==> config.mk <==
export PLATFORM = sky130hd
export DESIGN_NAME = pkt_trace_buf
export DESIGN_NICKNAME = d
export VERILOG_FILES = /design/src/rtl/ptc_pkg.sv /design/src/rtl/ptc_filter.sv /design/src/rtl/ptc_window.sv /design/src/rtl/ptc_store.sv /design/src/rtl/pkt_trace_buf.sv
export SDC_FILE = /design/constraint.sdc
export NUM_CORES = 1
export LEC_CHECK = 0
export BUFFER_PORTS_ARGS = -buffer_cell sky130_fd_sc_hd__buf_4
export CELL_PAD_IN_SITES_DETAIL_PLACEMENT = 1
export CELL_PAD_IN_SITES_GLOBAL_PLACEMENT = 2
export CORE_UTILIZATION = 48
export CTS_CLUSTER_DIAMETER = 50
export DETAILED_ROUTE_END_ITERATION = 8
export PLACE_DENSITY = 0.95
export SYNTH_ARGS = -nofsm -noshare
export SYNTH_HDL_FRONTEND = slang
export SYNTH_SLANG_ARGS = --single-unit
==> constraint.sdc <==
create_clock -name clk -period 11.8 [get_ports clk]
set_clock_uncertainty 0.2 [all_clocks]
set_input_delay 0.59 -clock clk [delete_from_list [all_inputs] [get_ports clk]]
set_output_delay 0.59 -clock clk [all_outputs]
set_load 0.005 [all_outputs]
==> src/rtl/ptc_pkg.sv <==
// Shared definitions for the packet trace capture buffer.
// Assumes: an entry is {source, timestamp, type, word} with source in the MSB.
package ptc_pkg;

    typedef enum logic {
        SRC_CMD = 1'b0,
        SRC_DAT = 1'b1
    } src_e;

    // Number of set flags among two single-bit hits.
    function automatic logic [1:0] pair_count(input logic a, input logic b);
        return {1'b0, a} + {1'b0, b};
    endfunction

endpackage

==> src/rtl/ptc_filter.sv <==
// Type filter for one snooped bus.
// A packet hits when the bus is valid, capture is gated on, and the mask bit
// indexed by the packet's type code is set.
// Assumes: the mask holds one bit per type code.
module ptc_filter #(
    parameter int TYPE_W = 3
) (
    input  logic                    gate,
    input  logic                    valid,
    input  logic [TYPE_W-1:0]       ptype,
    input  logic [(1<<TYPE_W)-1:0]  mask,
    output logic                    hit
);

    // Qualify the bus packet with the window gate and the type mask.
    always_comb hit = gate && valid && mask[ptype];

endmodule

==> src/rtl/ptc_window.sv <==
// Capture window timer with a sticky done flag.
// An arm pulse with a non-zero length opens the window for that many cycles.
// Expiry sets the done flag, which holds until a clear pulse.
// A low enable closes the window at once and does not set the flag.
module ptc_window #(
    parameter int WIN_W = 8
) (
    input  logic             clk,
    input  logic             rst_n,
    input  logic             enable,
    input  logic             arm,
    input  logic             clr,
    input  logic [WIN_W-1:0] len,
    output logic             open,
    output logic             done
);

    logic [WIN_W-1:0] left_q;
    logic             open_q;
    logic             done_q;
    logic             start;
    logic             expire;

    // Decode the arm request and the last cycle of an open window.
    always_comb begin
        start  = enable && arm && (len != '0);
        expire = enable && !start && open_q && (left_q == WIN_W'(1));
    end

    // Window open flag and remaining-cycle counter.
    always_ff @(posedge clk) begin
        if (!rst_n) begin
            open_q <= 1'b0;
            left_q <= '0;
        end else if (!enable) begin
            open_q <= 1'b0;
        end else if (start) begin
            open_q <= 1'b1;
            left_q <= len;
        end else if (open_q) begin
            left_q <= left_q - WIN_W'(1);
            if (left_q == WIN_W'(1)) open_q <= 1'b0;
        end
    end

    // Sticky done flag: set at expiry, cleared by software.
    always_ff @(posedge clk) begin
        if (!rst_n)      done_q <= 1'b0;
        else if (expire) done_q <= 1'b1;
        else if (clr)    done_q <= 1'b0;
    end

    assign open = open_q;
    assign done = done_q;


    win_off_chk: assert property (@(posedge clk) disable iff (!rst_n)
        !enable |=> !open_q);


    win_expire_chk: assert property (@(posedge clk) disable iff (!rst_n)
        (open_q && enable && !arm && left_q == WIN_W'(1)) |=> (done_q && !open_q));


    done_sticky_chk: assert property (@(posedge clk) disable iff (!rst_n)
        (done_q && !clr) |=> done_q);

endmodule

==> src/rtl/ptc_store.sv <==
// Trace memory with fill, drain and overflow accounting.
// Up to two entries are written per cycle: command first, then data.
// When the memory becomes full it drains from slot 0 upward over a
// valid/ready port and requests a stall until the last entry is accepted.
// Hits that cannot be stored are counted in a saturating overflow counter.
// Assumes: DEPTH is a power of two, at least 2.
module ptc_store
    import ptc_pkg::*;
#(
    parameter int ENTRY_W = 32,
    parameter int DEPTH   = 16,
    parameter int OVF_W   = 8
) (
    input  logic                        clk,
    input  logic                        rst_n,
    input  logic                        hit_cmd,
    input  logic                        hit_dat,
    input  logic [ENTRY_W-1:0]          ent_cmd,
    input  logic [ENTRY_W-1:0]          ent_dat,
    input  logic                        drain_ready,
    output logic                        drain_valid,
    output logic [ENTRY_W-1:0]          drain_entry,
    output logic                        stall,
    output logic [$clog2(DEPTH+1)-1:0]  fill,
    output logic [OVF_W-1:0]            ovf
);

    localparam int AW  = $clog2(DEPTH);
    localparam int FW  = $clog2(DEPTH+1);
    localparam int OW1 = OVF_W + 1;

    logic [ENTRY_W-1:0] mem_q [DEPTH];
    logic [FW-1:0]      cnt_q;
    logic [FW-1:0]      cnt_nxt;
    logic [AW-1:0]      rd_q;
    logic               drain_q;
    logic [OVF_W-1:0]   ovf_q;
    logic               wr_c;
    logic               wr_d;
    logic [AW-1:0]      idx_d;
    logic [1:0]         lost;
    logic [OW1-1:0]     ovf_sum;
    logic               last_take;

    // Decide which hits are stored and how many are lost this cycle.
    always_comb begin
        wr_c      = hit_cmd && !drain_q;
        wr_d      = hit_dat && !drain_q &&
                    ((cnt_q + FW'(wr_c)) < FW'(DEPTH));
        idx_d     = cnt_q[AW-1:0] + AW'(wr_c);
        cnt_nxt   = cnt_q + FW'(wr_c) + FW'(wr_d);
        lost      = pair_count(hit_cmd && !wr_c, hit_dat && !wr_d);
        ovf_sum   = {1'b0, ovf_q} + OW1'(lost);
        last_take = drain_q && drain_ready && (rd_q == AW'(DEPTH-1));
    end

    // Entry storage: command slot first, data slot after it.
    always_ff @(posedge clk) begin
        if (wr_c) mem_q[cnt_q[AW-1:0]] <= ent_cmd;
        if (wr_d) mem_q[idx_d]         <= ent_dat;
    end

    // Fill count, drain state and read pointer.
    always_ff @(posedge clk) begin
        if (!rst_n) begin
            cnt_q   <= '0;
            rd_q    <= '0;
            drain_q <= 1'b0;
        end else if (drain_q) begin
            if (last_take) begin
                drain_q <= 1'b0;
                rd_q    <= '0;
                cnt_q   <= '0;
            end else if (drain_ready) begin
                rd_q <= rd_q + AW'(1);
            end
        end else begin
            cnt_q <= cnt_nxt;
            if (cnt_nxt == FW'(DEPTH)) drain_q <= 1'b1;
        end
    end

    // Saturating overflow counter.
    always_ff @(posedge clk) begin
        if (!rst_n)              ovf_q <= '0;
        else if (ovf_sum[OVF_W]) ovf_q <= '1;
        else                     ovf_q <= ovf_sum[OVF_W-1:0];
    end

    assign drain_valid = drain_q;
    assign drain_entry = mem_q[rd_q];
    assign stall       = drain_q;
    assign fill        = cnt_q;
    assign ovf         = ovf_q;


    fill_bound_chk: assert property (@(posedge clk) disable iff (!rst_n)
        cnt_q <= FW'(DEPTH));


    full_while_drain_chk: assert property (@(posedge clk) disable iff (!rst_n)
        drain_q |-> (cnt_q == FW'(DEPTH)));


    stall_hold_chk: assert property (@(posedge clk) disable iff (!rst_n)
        (drain_q && !last_take) |=> drain_q);


    stall_release_chk: assert property (@(posedge clk) disable iff (!rst_n)
        last_take |=> (!drain_q && cnt_q == '0 && rd_q == '0));


    ovf_monotone_chk: assert property (@(posedge clk) disable iff (!rst_n)
        ovf_q >= $past(ovf_q));

endmodule

==> src/rtl/pkt_trace_buf.sv <==
// Filtered packet trace capture buffer (top).
// Snoops the crossbar command and data buses and filters each bus by type
// inside an armed window. Matching packets are stamped with a free-running
// cycle count and stored. A full memory drains through a valid/ready port
// while the crossbar is stalled.
// Assumes: both buses present at most one packet per cycle each.
module pkt_trace_buf
    import ptc_pkg::*;
#(
    parameter int TYPE_W = 3,
    parameter int WORD_W = 16,
    parameter int TS_W   = 12,
    parameter int DEPTH  = 16,
    parameter int WIN_W  = 8,
    parameter int OVF_W  = 8
) (
    input  logic                            clk,
    input  logic                            rst_n,
    input  logic                            cfg_enable,
    input  logic [(1<<TYPE_W)-1:0]          cfg_type_mask,
    input  logic [WIN_W-1:0]                cfg_win_len,
    input  logic                            win_arm,
    input  logic                            done_clr,
    input  logic                            cmd_valid,
    input  logic [TYPE_W-1:0]               cmd_type,
    input  logic [WORD_W-1:0]               cmd_word,
    input  logic                            dat_valid,
    input  logic [TYPE_W-1:0]               dat_type,
    input  logic [WORD_W-1:0]               dat_word,
    input  logic                            drain_ready,
    output logic                            drain_valid,
    output logic [TS_W+TYPE_W+WORD_W:0]     drain_entry,
    output logic                            xbar_stall,
    output logic                            capturing,
    output logic                            win_done,
    output logic [$clog2(DEPTH+1)-1:0]      fill_level,
    output logic [OVF_W-1:0]                overflow_cnt
);

    localparam int ENTRY_W = 1 + TS_W + TYPE_W + WORD_W;
    localparam int NBUS    = 2;

    logic [TS_W-1:0]    ts_q;
    logic               win_open;
    logic [NBUS-1:0]    bus_v;
    logic [TYPE_W-1:0]  bus_t [NBUS];
    logic [NBUS-1:0]    bus_hit;
    logic [ENTRY_W-1:0] ent_cmd;
    logic [ENTRY_W-1:0] ent_dat;

    // Free-running timestamp, counts edges since reset release.
    always_ff @(posedge clk) begin
        if (!rst_n) ts_q <= '0;
        else        ts_q <= ts_q + TS_W'(1);
    end

    ptc_window #(.WIN_W(WIN_W)) u_win (
        .clk    (clk),
        .rst_n  (rst_n),
        .enable (cfg_enable),
        .arm    (win_arm),
        .clr    (done_clr),
        .len    (cfg_win_len),
        .open   (win_open),
        .done   (win_done)
    );

    // Gather both snooped buses for the per-bus filters.
    always_comb begin
        bus_v    = {dat_valid, cmd_valid};
        bus_t[0] = cmd_type;
        bus_t[1] = dat_type;
    end

    for (genvar b = 0; b < NBUS; b++) begin : g_tap
        ptc_filter #(.TYPE_W(TYPE_W)) u_flt (
            .gate  (cfg_enable && win_open),
            .valid (bus_v[b]),
            .ptype (bus_t[b]),
            .mask  (cfg_type_mask),
            .hit   (bus_hit[b])
        );
    end

    // Pack one entry per bus with the current timestamp.
    always_comb begin
        ent_cmd = {SRC_CMD, ts_q, cmd_type, cmd_word};
        ent_dat = {SRC_DAT, ts_q, dat_type, dat_word};
    end

    ptc_store #(.ENTRY_W(ENTRY_W), .DEPTH(DEPTH), .OVF_W(OVF_W)) u_store (
        .clk         (clk),
        .rst_n       (rst_n),
        .hit_cmd     (bus_hit[0]),
        .hit_dat     (bus_hit[1]),
        .ent_cmd     (ent_cmd),
        .ent_dat     (ent_dat),
        .drain_ready (drain_ready),
        .drain_valid (drain_valid),
        .drain_entry (drain_entry),
        .stall       (xbar_stall),
        .fill        (fill_level),
        .ovf         (overflow_cnt)
    );

    assign capturing = win_open;


    no_store_disabled_chk: assert property (@(posedge clk) disable iff (!rst_n)
        (!cfg_enable && !xbar_stall) |=> $stable(fill_level));


    no_store_closed_chk: assert property (@(posedge clk) disable iff (!rst_n)
        (!win_open && !xbar_stall) |=> $stable(fill_level));

endmodule

# After elaboration in Yosys (flattened, before gate mapping)
# Memories as Yosys holds them, arrays and structs flattened. A register that Yosys moved wholly into a read port is not among the register bits.
# Cells that the tools add are included.
[word_totals]
regBits = 40
ram_bits = 512
in_bits = 62
mem_count = 1
[classes]
addsub = 8
n_lt_le_gt_ge = 3
eq_ne = 4
mux = 25
n_reduce_logical = 28
[memory_table]
columns = ["memory", "depth", "word_bits", "rd", "rd_ports_with_merged_regs", "write_ports", "line_no", "text"]
rows = [
  ["u_store.mem_q", 16, 32, 1, 1, 2, "ptc_store.sv:32", "logic [ENTRY_W-1:0] mem_q [DEPTH];"],
]
[ops]
columns = ["operator", "n"]
rows = [
  ["two-way mux 8 bit", 3],
  ["logical AND 1 bit", 17],
  ["two-way mux 4 bit", 4],
  ["two-way mux 1 bit", 14],
  ["adder 12 x 1 -> 12 bit (second input constant)", 1],
  ["adder 5 x 1 -> 5 bit", 2],
  ["two-way mux 5 bit", 2],
  ["adder 8 x 2 -> 9 bit", 1],
  ["equality test 8 x 1 -> 1 bit (second input constant)", 1],
  ["less-than comparator 3 x 4 -> 1 bit (second input constant)", 2],
  ["nonzero test 8 bit", 1],
  ["subtractor 8 x 1 -> 8 bit (second input constant)", 1],
  ["binary-select mux 1 bit (select 3 bit)", 2],
  ["AND reduction 2 bit", 3],
  ["nonzero test 2 bit", 3],
  ["equality test 5 bit (second input constant)", 1],
  ["less-than comparator 5 bit (second input constant)", 1],
  ["adder 4 x 1 -> 4 bit", 1],
  ["adder 4 x 1 -> 4 bit (second input constant)", 1],
  ["equality test 4 bit (second input constant)", 1],
  ["logical NOT 1 bit", 4],
  ["adder 1 x 1 -> 2 bit", 1],
  ["!= test 2 bit (second input constant)", 1],
]

# Longest topological paths before layout
# Gate-level depths: netlist of run 1.
[logic_depth]
depth_word = 12
ltp_mapped = 21
ltp_nobuf = 17

# Hierarchy
# Synthesis of run 1 repeated with hierarchy kept, for this count alone.
[hier_totals]
cells_unflattened = 1657
hier_area_um2 = 28972.8
[by_module_without_submodules]
columns = ["module", "n_inst", "cells_per_inst", "area_per_inst_um2", "seq_area_each_um2"]
rows = [
  ["ptc_store", 1, 1521, 27771.6, 15815.2],
  ["ptc_window", 1, 63, 550.5, 200.2],
  ["pkt_trace_buf", 1, 59, 505.5, 240.2],
  ["ptc_filter", 2, 7, 72.6, 0.0],
]

# Worst setup path before layout of run 1
# Ideal clock, no wire load.
[synth_path]
path_kind = "input-to-reg"
start = "input cmd_type[1]"
end = "memory u_store.mem_q[1][0] (enable)"
setup_time_ns = 0.388
arrival_time_ns = 4.276
required_ns = 11.212
slack_ns = 6.936
cell_stages = 16
path_buffers = 5
path_cell_list = "buf_2 -> mux2i_1 -> and3_1 -> clkbuf_1 -> nor2_1 -> nand2_1 -> nor2_1 -> ha_1 -> ha_1 -> buf_2 -> or2_2 -> o32a_1 -> or4_1 -> buf_2 -> buf_2 -> nand2_1"
[synth_lines]
columns = ["item", "line_no", "text"]
rows = [
  ["from (decl)", "pkt_trace_buf.sv:25", "input logic [TYPE_W-1:0] cmd_type,"],
  ["to (decl)", "ptc_store.sv:32", ""],
]

==> results.txt, run 1 <==
The die is 246 um wide. At the worst endpoint, the arrival time is 5.59 ns. The run gives 5 as the count of TritonRoute iterations in the first routing pass. In this run the power spent charging and discharging nets is 911 uW.

The number of failing setup endpoints in the final timing report is 0, and the core box area is 59000 sq um. Per report_power, the sequential group accounts for 50.6% of the total. Synthesis instantiated 68 different standard cells from the library. The dominant register cell in the synthesized netlist was edfxtp_1.

Of the cells placed in the final design, the portion with a size suffix greater than 1 is 23.1%. The kind of end point of the critical path was a register. The synthesis-stage register bit count was 556.

Measured against its own limit, the worst slew margin works out to -2.26%. The via count of the first global-routing pass came out at 20708. In the post-synthesis netlist, the biggest area contributors are edfxtp_1, mux4_2, mux2i_1, dfxtp_1, nand2_1. Summed over all failing endpoints, the final setup total negative slack is 0 ns. The run gives 5.93 ns as the setup slack at placement. Yosys printed 0 warnings. Summed over all layers, the global routing overflow is 0. The clock drives 556 sinks. After synthesis, the largest area contributor takes up 51.9% of total cell area. The relative contribution of the clock network to total power is 46.8%. After technology mapping, the gate count stands at 2138. The floorplan step defined a die boundary enclosing 60800 sq um.

In this run the tool buffered the top-level ports with 110 buffer cells. In this run the deepest clock path goes through 3 buffers. In this run the count of I/O pins placed on the die edge is 111. Summing internal, switching and leakage power gives 4.20 mW. The tools report the number of antenna violations at the first check in global routing as 2. The analysis attributes to cell leakage a power of 11.1 nW. The run gives 68 as the pin count of the biggest net entering global routing. The worst hold path belongs to the class input port to register. Setup repair after global routing left no endpoint under its margin. Ratio of final minimum period to clock period: 47.2%. The number of flops mapped to enable cells by yosys came out at 496. For the count of endpoints failing hold in the final timing report, the log shows 0. Compared with the post-synthesis result, the final layout area differs by 11.8%. The via-per-instance ratio is 6.54, and the required arrival time at the worst endpoint is 11.82 ns.

The tools report the final cell area excluding filler cells as 32100 sq um. TritonCTS built the clock tree. By startpoint and endpoint, the worst setup path is classified as register to register. The first global-routing pass estimated 136 mm of wire.

Detailed placement ended at an HPWL of 55.8 mm. The H-tree was split into 3 levels. After detailed routing, the number of remaining DRC violations is 0.

The placed cell area came out at 30000 sq um. The overall track demand over capacity in global routing is 31.1%, and the switching part of the total is 21.7%. After clock tree synthesis, the flow added hold-fix buffers numbering 0. The chip height is 246 um.

The internal power of the cells totals 3.29 mW. The detailed router finished its first iteration with 2043 violations. In the final layout, flip-flops and latches occupy 16100 sq um.

Counting flops with an async set or reset pin after synthesis yields a share of 0%. The total via count after detailed routing is 19476. Final critical-path setup slack: 6.23 ns. The checks that failed: max-capacitance violations, max-slew violations. Gates resized during post-CTS repair numbered 0. Summed instance area of the synthesized netlist: 28700 sq um. Number of nets at the end of the flow: 2222.

The top cell type by total area after synthesis was edfxtp_1. The fraction of power consumed by combinational cells is 2.6%, and the number of buffers inserted by post-CTS setup repair is 0. The routed design could run at a clock period as short as 5.57 ns. After filler insertion, the fill cell instance count of the layout stands at 5742. The run gives 48.6% as the initial core utilization. Of the synthesized area, sequential elements account for 56.1%.

The congestion estimate from routability-driven global placement came to 0.864. The routed design has 93.6 mm of wire. For the max capacitance violation total, the log shows 1. The run finished, with violations left.

The root buffer cell chosen for the clock tree is clkbuf_16. Along the worst path, the maximum fanout reaches 33. Counting the buffers created by CTS gives 66. Across the VDD grid, the largest voltage drop is 0.115 mV. Counting every net in the synthesized netlist gives 2210.

Hold is met by 0.0343 ns. In the final layout, the multi-input gates occupy 11500 sq um. The clock latency on the worst-skew pair is 0.61 ns, and the total number of placement rows is 89.

The fmax came out at 0.179 GHz. A synthesized cell averages 13.4 sq um. Once detail routing completed, the nets flagged for antenna violations numbered 0. After detailed routing, the average wire length per cell comes to 31.4 um. The nature of the critical path startpoint was a register. The count of final max-slew check failures is 7. The clock-pin slew on the worst setup and hold paths came out at 0.05 ns. Areal power density over the cells: 131 nW/um^2.

The actual slew at the worst max-slew pin was 1.52 ns.
cell type report:
cell class	instances	area share, %
sequential	556	50.2
multi-input combinational	1307	35.9
clock buffer	86	5.64
timing repair buffer	164	3.84
tap	773	3.02
clock inverter	34	0.745
inverter	55	0.644
antenna	1	0.00780
cell usage after synthesis, types with 4 or more instances:
cell type  number
a211oi_1        6
a21boi_0       77
a21boi_2        8
a21o_1          4
a21oi_1        25
a31oi_1         7
and2_1         62
and3_1         22
and4_1          7
buf_1          11
buf_2          73
buf_4           6
clkbuf_1      127
dfxtp_1        60
edfxtp_1      496
ha_1            9
inv_1          55
mux2_1          5
mux2_2         54
mux2i_1       260
mux4_2        160
nand2_1       293
nand2b_1        5
nand3_1        28
nand4_1         4
nor2_1         95
nor2b_1        58
nor3_1         10
nor4_1          5
o21ai_0        14
o21bai_1        6
or3_1          12
xnor2_1        13
xor2_1          9
cell families after synthesis:
kind of cell / Yosys count / synth area share, %
DFF: 556 / 56.1
buffers and inverters: 275 / 4.07
and+or+nand+nor: 627 / 10.5
xor gates and xnor gates: 22 / 0.672
adders and majority gates: 10 / 0.462
muxes: 479 / 23.9
AOI/OAI and AO/OA: 169 / 4.27
layer usage:
layer	global-route usage (%)	share of wire, %	vias to the layer above
met2	51.0	48	1193
met1	40.0	38	10053
met5	0	0	-
met4	14.4	4.6	0
met3	5.98	9.5	282
li1	-	-	7948
cells in the final DEF (no fill, tap or decap), types with 15 or more instances in the layout:
cell | synthesis | layout
and2_1 | 62 | 62
mux2i_1 | 260 | 260
a21oi_1 | 25 | 25
mux2_2 | 54 | 54
buf_4 | 6 | 164
nand3_1 | 28 | 27
dfxtp_1 | 60 | 56
nand2_1 | 293 | 288
nor2_1 | 95 | 95
clkbuf_16 | 0 | 69
clkbuf_1 | 127 | 15
inv_1 | 55 | 55
edfxtp_1 | 496 | 496
mux4_2 | 160 | 160
nor2b_1 | 58 | 58
clkinv_1 | 0 | 15
a21boi_0 | 77 | 77
and3_1 | 22 | 22
worst max-delay path, cell delays in order (launching register included):
cell and delay [ns]:
dfxtp_1 0.43, nand3_1 0.20, a21oi_1 0.66, nand2_1 0.14, nor2_1 0.13, ha_1 0.28, ha_1 0.42, nand3_1 0.18
mux2i_1 0.19, buf_4 0.21, or4_2 1.22, nand2_2 0.90
per-stage QoR:
step,instances,util (%)
final,2976,54.3
after CTS,2975,54.3
after global routing,2976,54.3
after floorplan,2138,-
after detailed placement,2855,50.9
after global placement,2855,50.9
power by group through the flow:
| stage | registers, mW | clock network, mW | logic [mW] |
|---|---|---|---|
| 6_report | 2.13 | 1.96 | 0.108 |
| 2_1_floorplan | 2.16 | 0 | 0.0585 |
| 4_1_cts | 2.12 | 1.98 | 0.106 |
| 5_1_grt | 2.12 | 2.05 | 0.114 |
| 3_5_place_dp | 2.17 | 0 | 0.105 |
| 3_3_place_gp | 2.17 | 0 | 0.0999 |
flip-flops by register name, indices dropped and copies added (netlist names), named ones only:
register	flops
u_store.fill	5
u_store.mem_q	512
u_store.ovf	8
u_win.left_q	8
u_win.open	1
ts_q	12
u_win.done	1
u_store.drain_valid	1
u_store.rd_q	4
worst paths after layout:
check	start	to	slack, ns	cells after the start
setup reg to reg	u_win.open$_SDFF_PN0_	u_store.mem_q[1][30]$_DFFE_PP_	6.23	11
hold reg to reg	u_store.mem_q[1][31]$_SDFFE_PP1P_	u_store.mem_q[1][31]$_SDFFE_PP1P_	0.25	2
hold / removal	done_clr	u_win.done$_SDFFE_PN0P_	0.03	3
setup / recovery	u_win.open$_SDFF_PN0_	u_store.mem_q[1][30]$_DFFE_PP_	6.23	11
Power figures use the tool's default switching activity.
==> inputs of run 2 (changes only) <==
--- a/config.mk
+++ b/config.mk
@@ -8,10 +8,10 @@
 export BUFFER_PORTS_ARGS = -buffer_cell sky130_fd_sc_hd__buf_4
 export CELL_PAD_IN_SITES_DETAIL_PLACEMENT = 1
 export CELL_PAD_IN_SITES_GLOBAL_PLACEMENT = 2
-export CORE_UTILIZATION = 48
+export CORE_UTILIZATION = 45
 export CTS_CLUSTER_DIAMETER = 50
 export DETAILED_ROUTE_END_ITERATION = 8
-export PLACE_DENSITY = 0.95
+export PLACE_DENSITY = 0.92
 export SYNTH_ARGS = -nofsm -noshare
 export SYNTH_HDL_FRONTEND = slang
 export SYNTH_SLANG_ARGS = --single-unit
==> constraint.sdc (replaced) <==
create_clock -name clk -period 5.5 [get_ports clk]
set_clock_uncertainty 0.2 [all_clocks]
set_input_delay 0.275 -clock clk [delete_from_list [all_inputs] [get_ports clk]]
set_output_delay 0.275 -clock clk [all_outputs]
set_load 0.005 [all_outputs]
==> run 2 against run 1 <==
Power is 130% higher. Final cell count grew 5.0%. Clock power increased by 140%. Die area grew 6.6%. Clock-buffer cell count rose by 11. Sequential cell count unchanged. Core utilization shrank 1.6 points. Sequential power grew 110%. The run now ends clean. First-iteration DRC count fell by 5.8%. Critical path depth up 7. Non-clock buffer count increased by 69.
==> results.txt, run 2 (synthesis results as in run 1) <==
The tools report the count of final max-slew check failures as 0 (-7). The number of gates given a new drive strength after cts is 0 (unchanged), and the ratio of final minimum period to clock period is 92.7%. The total negative slack was 0 ns (unchanged); the detailed-route wire length per cell was 29.3 um (-6.7%).

The total chip power is 9.54 mW (+130%), and the placer's final routability congestion estimate is 0.870 (+0.72%). The endpoint of the worst hold-timing path was u_win.open$_SDFF_PN0_. The relative area change from synthesis to final layout came out at 15.9%. The final-layout worst hold slack was 0.240 ns (+0.205 ns); the flip-flop count of the largest register, all copies and words added was 512 (unchanged).

The count of endpoints failing hold in the final timing report was 0 (unchanged); the number of buffers inserted by post-CTS setup repair was 0 (unchanged). The areal power density over the cells works out to 287 nW/um^2 (+120%). The count of cells along the worst hold path is 3 (unchanged), and the violation count after the first detailed-routing iteration is 1924 (-5.8%). Walking the worst path, the cells encountered are dlygate4sd3_1 -> buf_4 -> mux2i_1 -> a21oi_1 -> nand2_1 -> nor2_1 -> ha_1 -> ha_1 -> nand3_1 -> mux2_2 -> nor2_1 -> fa_1 -> ha_1 -> nand3_1 -> inv_1 -> and3_1 -> and3_1 -> o21a_1. For the signal arrival time at the worst endpoint, the log shows 5.40 ns (-0.19 ns). On the critical path, the stage with the largest delay is an instance of a21oi_1. For the remaining global-route overflow, the log shows 0 (unchanged). The x dimension of the die was 255 um (+3.3%); the diode insertion count for antenna repair was 0 (-1).

Number of filler cells placed in the layout: 6219 (+8.3%). On the critical path the largest part of the delay comes from adder cells. The number of failing setup endpoints in the final timing report is 0 (unchanged), and the max capacitance violation total is 0 (-1).

The routed wire length was 91.7 mm (-2.0%). The largest registers in the layout are u_store.mem_q (512), ts_q (12). Critical-path maximum fanout: 19 (-42%). The tools report the reg-to-reg critical path startpoint as u_win.open$_SDFF_PN0_.

The worst setup path is launched from an input port. The leakage power figure came out at 11.3 nW (+2.6%). In this run the worst hold path is classified as input port to register.

Setup repair after global routing left no endpoint under its margin. Based on the critical path, the design can be clocked at up to 0.196 GHz. The tools report the number of top-level design ports as 111 (unchanged). The register with the most flip-flops in the final layout is u_store.mem_q. The tools report the number of antenna violations at the first check in global routing as 1 (-1). The clock period could shrink to 5.10 ns. The cell sitting at the root of the clock tree is a clkbuf_16.

Initial core utilization: 45.5% (-3.1 points). The actual slew at the worst max-slew pin was 1.38 ns (-0.141 ns); the total via count after detailed routing was 19191 (-1.5%). For the number of nets at the end of the flow, the log shows 2297 (+3.4%). The number of buffer and inverter stages on the critical path is 3 (+2), and the sink count of the clock tree is 556 (unchanged).

The critical path's most frequent cell is ha_1. The delay of the slowest cell on the worst path was 0.69 ns (-0.53 ns); the area enclosed by the die boundary was 64800 sq um (+6.6%). The run gives 5 (unchanged) as the count of TritonRoute iterations in the first routing pass.

The pin count of the biggest net entering global routing was 67 (-1.5%). The via-per-instance ratio came out at 6.14 (-6.2%). The required arrival time at the worst endpoint was 5.80 ns (-6.02 ns).

The run gives 0.43 ns (-5.80 ns) as the register-to-register setup slack. The fraction of the core area covered by cells at the end of the flow was 52.7% (-1.6 points). The worst setup path is of the input port to register kind. The final critical-path setup slack was 0.400 ns (-5.83 ns). Overall track demand over capacity in global routing: 29.0% (-2.2 points). The chip height was 255 um (+3.3%); the clock-pin slew on the worst setup and hold paths was 0.06 ns (about the same).

The residual antenna-violating net count after detailed routing came out at 0 (unchanged). The worst setup path is captured at a register. The run gives 0.228 mV (+99%) as the largest vdd supply drop. The final routed DRC violation total is 0 (unchanged). For the sum of net half-perimeters after detailed placement, the log shows 57.2 mm (+2.5%). The via count of the first global-routing pass is 20645 (-0.30%), and the number of buffers inserted during clock tree synthesis is 72 (+9.1%). In this run the most critical hold path is launched from win_arm.

The worst-case headroom to the max-slew limit is 7.99% (+10 points). In this run the critical register-to-register path is captured at u_store.ovf[1]$_SDFF_PN0_. In the layout the commonest cells are edfxtp_1, nand2_1, mux2i_1, buf_4, mux4_2.

Most frequent standard cell in the layout excluding fill and tap cells: edfxtp_1. For the total number of placement rows, the log shows 92 (+3.4%). The share of layout cells above drive strength 1 was 23.9% (+0.88 points); the clock latency on the worst-skew pair was 0.61 ns (about the same). The tools report the H-tree depth as 3 (unchanged). The number of buffers added on ports is 110 (unchanged). The run finished with clean final reports.

The maximum root-to-sink buffer count is 3 (unchanged). For the wire length of the first global-routing pass, the log shows 136 mm (-0.34%). The setup slack at placement was 0.448 ns (-5.48 ns).

The cell count of the worst reg-to-reg path is 16 (+5). The run gives 63100 sq um (+6.9%) as the core box area. TritonCTS built the clock tree.
[run 2: changes by cell type in the layout (fill, tap and decap cells not counted), sizes merged]
cell / change
dlygate4sd3: +52
buf: +17
clkinv: -14
clkbuf: +11
inv: +7
bufinv: +4
clkinvlp: +1
diode: -1
[run 2: worst max path at each step]
stage | endpoint | slack (ns) | cells past startpoint | from
detailed placement | u_store.ovf[1]$_SDFF_PN0_ | 0.45 | 17 | cmd_type[1]
floorplan | u_store.mem_q[1][0]$_DFFE_PP_ | 0.95 | 16 | cmd_type[1]
global placement | u_store.ovf[0]$_SDFF_PN0_ | 0.69 | 17 | cmd_type[1]
global route | u_store.ovf[1]$_SDFF_PN0_ | 0.09 | 18 | cmd_type[1]
CTS | u_store.ovf[1]$_SDFF_PN0_ | 0.52 | 18 | cmd_type[1]
finish | u_store.ovf[1]$_SDFF_PN0_ | 0.40 | 18 | cmd_type[1]
[run 2: through the flow]
step	cell area [sq um]	cells
final	33300	3126
after global routing	33300	3126
after CTS	33300	3126
after detailed placement	30400	2945
after global placement	30400	2945
after floorplan	28700	2138
[run 2: area by class of cell]
class                   count  area [sq um]  area share, %
flip-flops and latches    556         16100           48.4
multi-input cells        1307         11500           34.6
repair buffers            233          2020           6.06
clock buffers              97          1980           5.95
well taps                 846          1060           3.18
clock inverters            32           382           1.15
inverters                  55           206          0.621
[run 2: routing by layer]
metal / global-route usage (%) / up-vias / part of all wire [%]
li1: - / 8106 / -
met1: 37.8 / 10032 / 39
met2: 48.1 / 905 / 49
met3: 5.10 / 148 / 7.9
met4: 11.5 / 0 / 3.3
met5: 0 / - / 0
[run 2: what timing repair did]
item	in CTS	in global routing
hold buffers	52	0
endpoints found under the setup margin	0	0
endpoints found under the hold margin	325	0
[run 2: power breakdown]
part / switching (mW) / internal (mW) / leakage, nW
combinational: 0.156 / 0.107 / 5.43
sequential: 0.0169 / 4.54 / 4.77
clock: 1.88 / 2.84 / 1.14
total: 2.05 / 7.49 / 11.3
[run 2: tightest hold or removal path, delay by kind of cell]
family,cells,cell delay [ns]
AO/OA/AOI/OAI,1,0.12
buffers and inverters,1,0.11
AND/OR/NAND/NOR,1,0.49
==> inputs of run 3 (changes only) <==
--- a/config.mk
+++ b/config.mk
@@ -11,7 +11,7 @@
 export CORE_UTILIZATION = 45
 export CTS_CLUSTER_DIAMETER = 50
 export DETAILED_ROUTE_END_ITERATION = 8
-export PLACE_DENSITY = 0.92
+export PLACE_DENSITY = 0.79
 export SYNTH_ARGS = -nofsm -noshare
 export SYNTH_HDL_FRONTEND = slang
 export SYNTH_SLANG_ARGS = --single-unit
==> run 3 against run 2 <==
Clock power about the same. Die area unchanged. Global-route usage is 0.55 points lower. Routed wire length shrank 1.6%. Fmax grew 1.3%. Hold slack got worse by 0.025 ns. Core utilization is 0.16 points higher. Critical path type unchanged. Critical endpoint is now u_store.drain_valid$_SDFF_PN0_. Largest cell class unchanged.
==> results.txt, run 3 (synthesis results as in run 1) <==
The max capacitance violation total is 0 (unchanged). The H-tree depth was 3 (unchanged); the signal arrival time at the worst endpoint was 5.32 ns (-0.08 ns). The tools report the count of endpoints failing hold in the final timing report as 0 (unchanged).

The total negative slack came out at 0 ns (unchanged). The critical-path maximum fanout is 19 (unchanged). The share of layout cells above drive strength 1 is 24.6% (+0.62 points), and the final-layout worst hold slack is 0.215 ns (-0.0249 ns). For the number of nets at the end of the flow, the log shows 2307 (+0.44%). The run gives 3 (unchanged) as the maximum root-to-sink buffer count. The tools report the routed wire length as 90.2 mm (-1.6%).

The flip-flop count of the largest register, all copies and words added was 512 (unchanged). The ratio of final minimum period to clock period was 91.5% (-1.2 points). For the number of buffers inserted during clock tree synthesis, the log shows 73 (+1.4%). The run gives 0.183 mV (-20%) as the largest vdd supply drop. Nature of the critical path startpoint: an input port. The tools report the number of gates given a new drive strength after cts as 0 (unchanged). The tools report the violation count after the first detailed-routing iteration as 1871 (-2.8%). The areal power density over the cells works out to 287 nW/um^2 (about the same). The tools report the sum of net half-perimeters after detailed placement as 56.5 mm (-1.3%).

X dimension of the die: 255 um (unchanged). The tools report the clock tree root buffer cell as clkbuf_16. Ranked by flip-flop count, first place goes to u_store.mem_q. The placer's final routability congestion estimate was 0.837 (-3.8%). The library cell used most frequently in the layout, excluding fill and tap cells, is edfxtp_1. The initial core utilization is 45.5% (unchanged), and the count of TritonRoute iterations in the first routing pass is 5 (unchanged). The number of failing setup endpoints in the final timing report was 0 (unchanged). Number of antenna violations at the first check in global routing: 4 (+3). For the total via count after detailed routing, the log shows 18808 (-2.0%).

The run gives 19817 (-4.0%) as the via count of the first global-routing pass. For the remaining global-route overflow, the log shows 0 (unchanged). The run gives 63100 sq um (unchanged) as the core box area.

The final critical-path required period was 5.03 ns (-0.0667 ns); the number of top-level design ports was 111 (unchanged). Actual slew at the worst max-slew pin: 1.30 ns (-0.0753 ns). The worst-case headroom to the max-slew limit was 13.0% (+5.0 points). The tools report the fmax as 0.199 GHz (+1.3%). The run finished with clean final reports.

The residual antenna-violating net count after detailed routing was 0 (unchanged). The total number of placement rows is 92 (unchanged). The relative area change from synthesis to final layout was 16.3%. The number of buffers added on ports works out to 110 (unchanged). For the wire length of the first global-routing pass, the log shows 132 mm (-2.7%). In the layout the commonest cells are edfxtp_1, nand2_1, mux2i_1, buf_4, mux4_2. The run gives 11.4 nW (+0.67%) as the leakage power figure. STA classifies the critical path endpoint as a register. In the final layout, the registers with the most flip-flops are u_store.mem_q (512), ts_q (12). The run gives 0 (unchanged) as the diode insertion count for antenna repair. Chip height: 255 um (unchanged). Setup repair after global routing left no endpoint under its margin. The detailed-route wire length per cell works out to 28.7 um (-2.0%).

The clock-pin slew on the worst setup and hold paths came out at 0.05 ns (about the same). The via-per-instance ratio is 5.99 (-2.4%), and the sink count of the clock tree is 556 (unchanged). TritonCTS built the clock tree. The tools report the required arrival time at the worst endpoint as 5.79 ns (about the same).

The min-delay analysis places its worst path in the category input port to register. The tools report the count of final max-slew check failures as 0 (unchanged). The number of filler cells placed in the layout came out at 6289 (+1.1%).

The pin count of the biggest net entering global routing is 63 (-6.0%), and the overall track demand over capacity in global routing is 28.4% (-0.55 points). The critical path is of the input port to register type. Final routed DRC violation total: 0 (unchanged).

The logs give 0.61 ns (about the same) for the clock latency on the worst-skew pair and 64800 sq um (unchanged) for the area enclosed by the die boundary.
-- run 3: what timing repair did --
| item | 4_1_cts | 5_1_grt |
|---|---|---|
| setup buffers | 0 | 0 |
| hold endpoints to repair | 328 | 0 |
| hold buffers | 51 | 0 |
-- run 3: metrics by stage --
| step | cells | setup slack, ns | total power, mW | instance area [sq um] | util, % |
|---|---|---|---|---|---|
| floorplan | 2138 | 0.951 | 4.76 | 28700 | - |
| global placement | 2955 | 0.669 | 4.88 | 30500 | 48.3 |
| detailed placement | 2955 | 0.444 | 4.88 | 30500 | 48.3 |
| CTS | 3138 | 0.491 | 9.64 | 33400 | 52.9 |
| global route | 3138 | 0.112 | 9.81 | 33400 | 52.9 |
| finish | 3138 | 0.467 | 9.57 | 33400 | 52.9 |
-- run 3: area by class of cell --
type                       count  area [sq um]  share of cell area [%]
inverter                      55           206                   0.619
tap                          846          1060                    3.17
timing repair buffer         242          2070                    6.20
multi-input combinational   1307         11500                    34.5
clock buffer                  90          1960                    5.88
sequential                   556         16100                    48.3
clock inverter                42           438                    1.31
-- run 3: worst paths after layout --
| check | slack, ns | end | depth (start not counted) | startpoint |
|---|---|---|---|---|
| max | 0.47 | u_store.drain_valid$_SDFF_PN0_ | 19 | cmd_type[1] |
| min | 0.21 | u_win.open$_SDFF_PN0_ | 3 | win_arm |
| max reg2reg | 0.78 | u_store.drain_valid$_SDFF_PN0_ | 17 | u_win.open$_SDFF_PN0_ |
| min reg2reg | 0.24 | u_store.mem_q[11][31]$_SDFFE_PP1P_ | 2 | u_store.mem_q[11][31]$_SDFFE_PP1P_ |
-- run 3: worst max-delay path: stages --
cell	delay (ns)
dlygate4sd3_1	0.53
buf_4	0.27
mux2i_1	0.17
a22o_1	0.36
nor2_1	0.28
nand2_1	0.09
nor2_1	0.10
ha_1	0.30
ha_1	0.43
nand3_1	0.18
mux2i_1	0.66
nor2_1	0.14
ha_1	0.25
ha_1	0.25
o21ai_0	0.19
o21ai_0	0.14
a21oi_1	0.19
mux2i_1	0.12
o41ai_1	0.38
-- run 3: layer usage --
| layer | GRT usage (%) | routed length [um] | up-vias | part of all wire [%] |
|---|---|---|---|---|
| met5 | 0 | 17 | - | 0.019 |
| met4 | 8.88 | 2320 | 2 | 2.6 |
| met3 | 4.25 | 5910 | 130 | 6.6 |
| met2 | 47.6 | 44400 | 702 | 49 |
| met1 | 38.1 | 37500 | 9868 | 42 |
| li1 | - | - | 8106 | - |
-- run 3: power breakdown --
part	switching (mW)	internal [mW]
Sequential	0.0161	4.54
Combinational	0.161	0.106
Clock	1.90	2.85
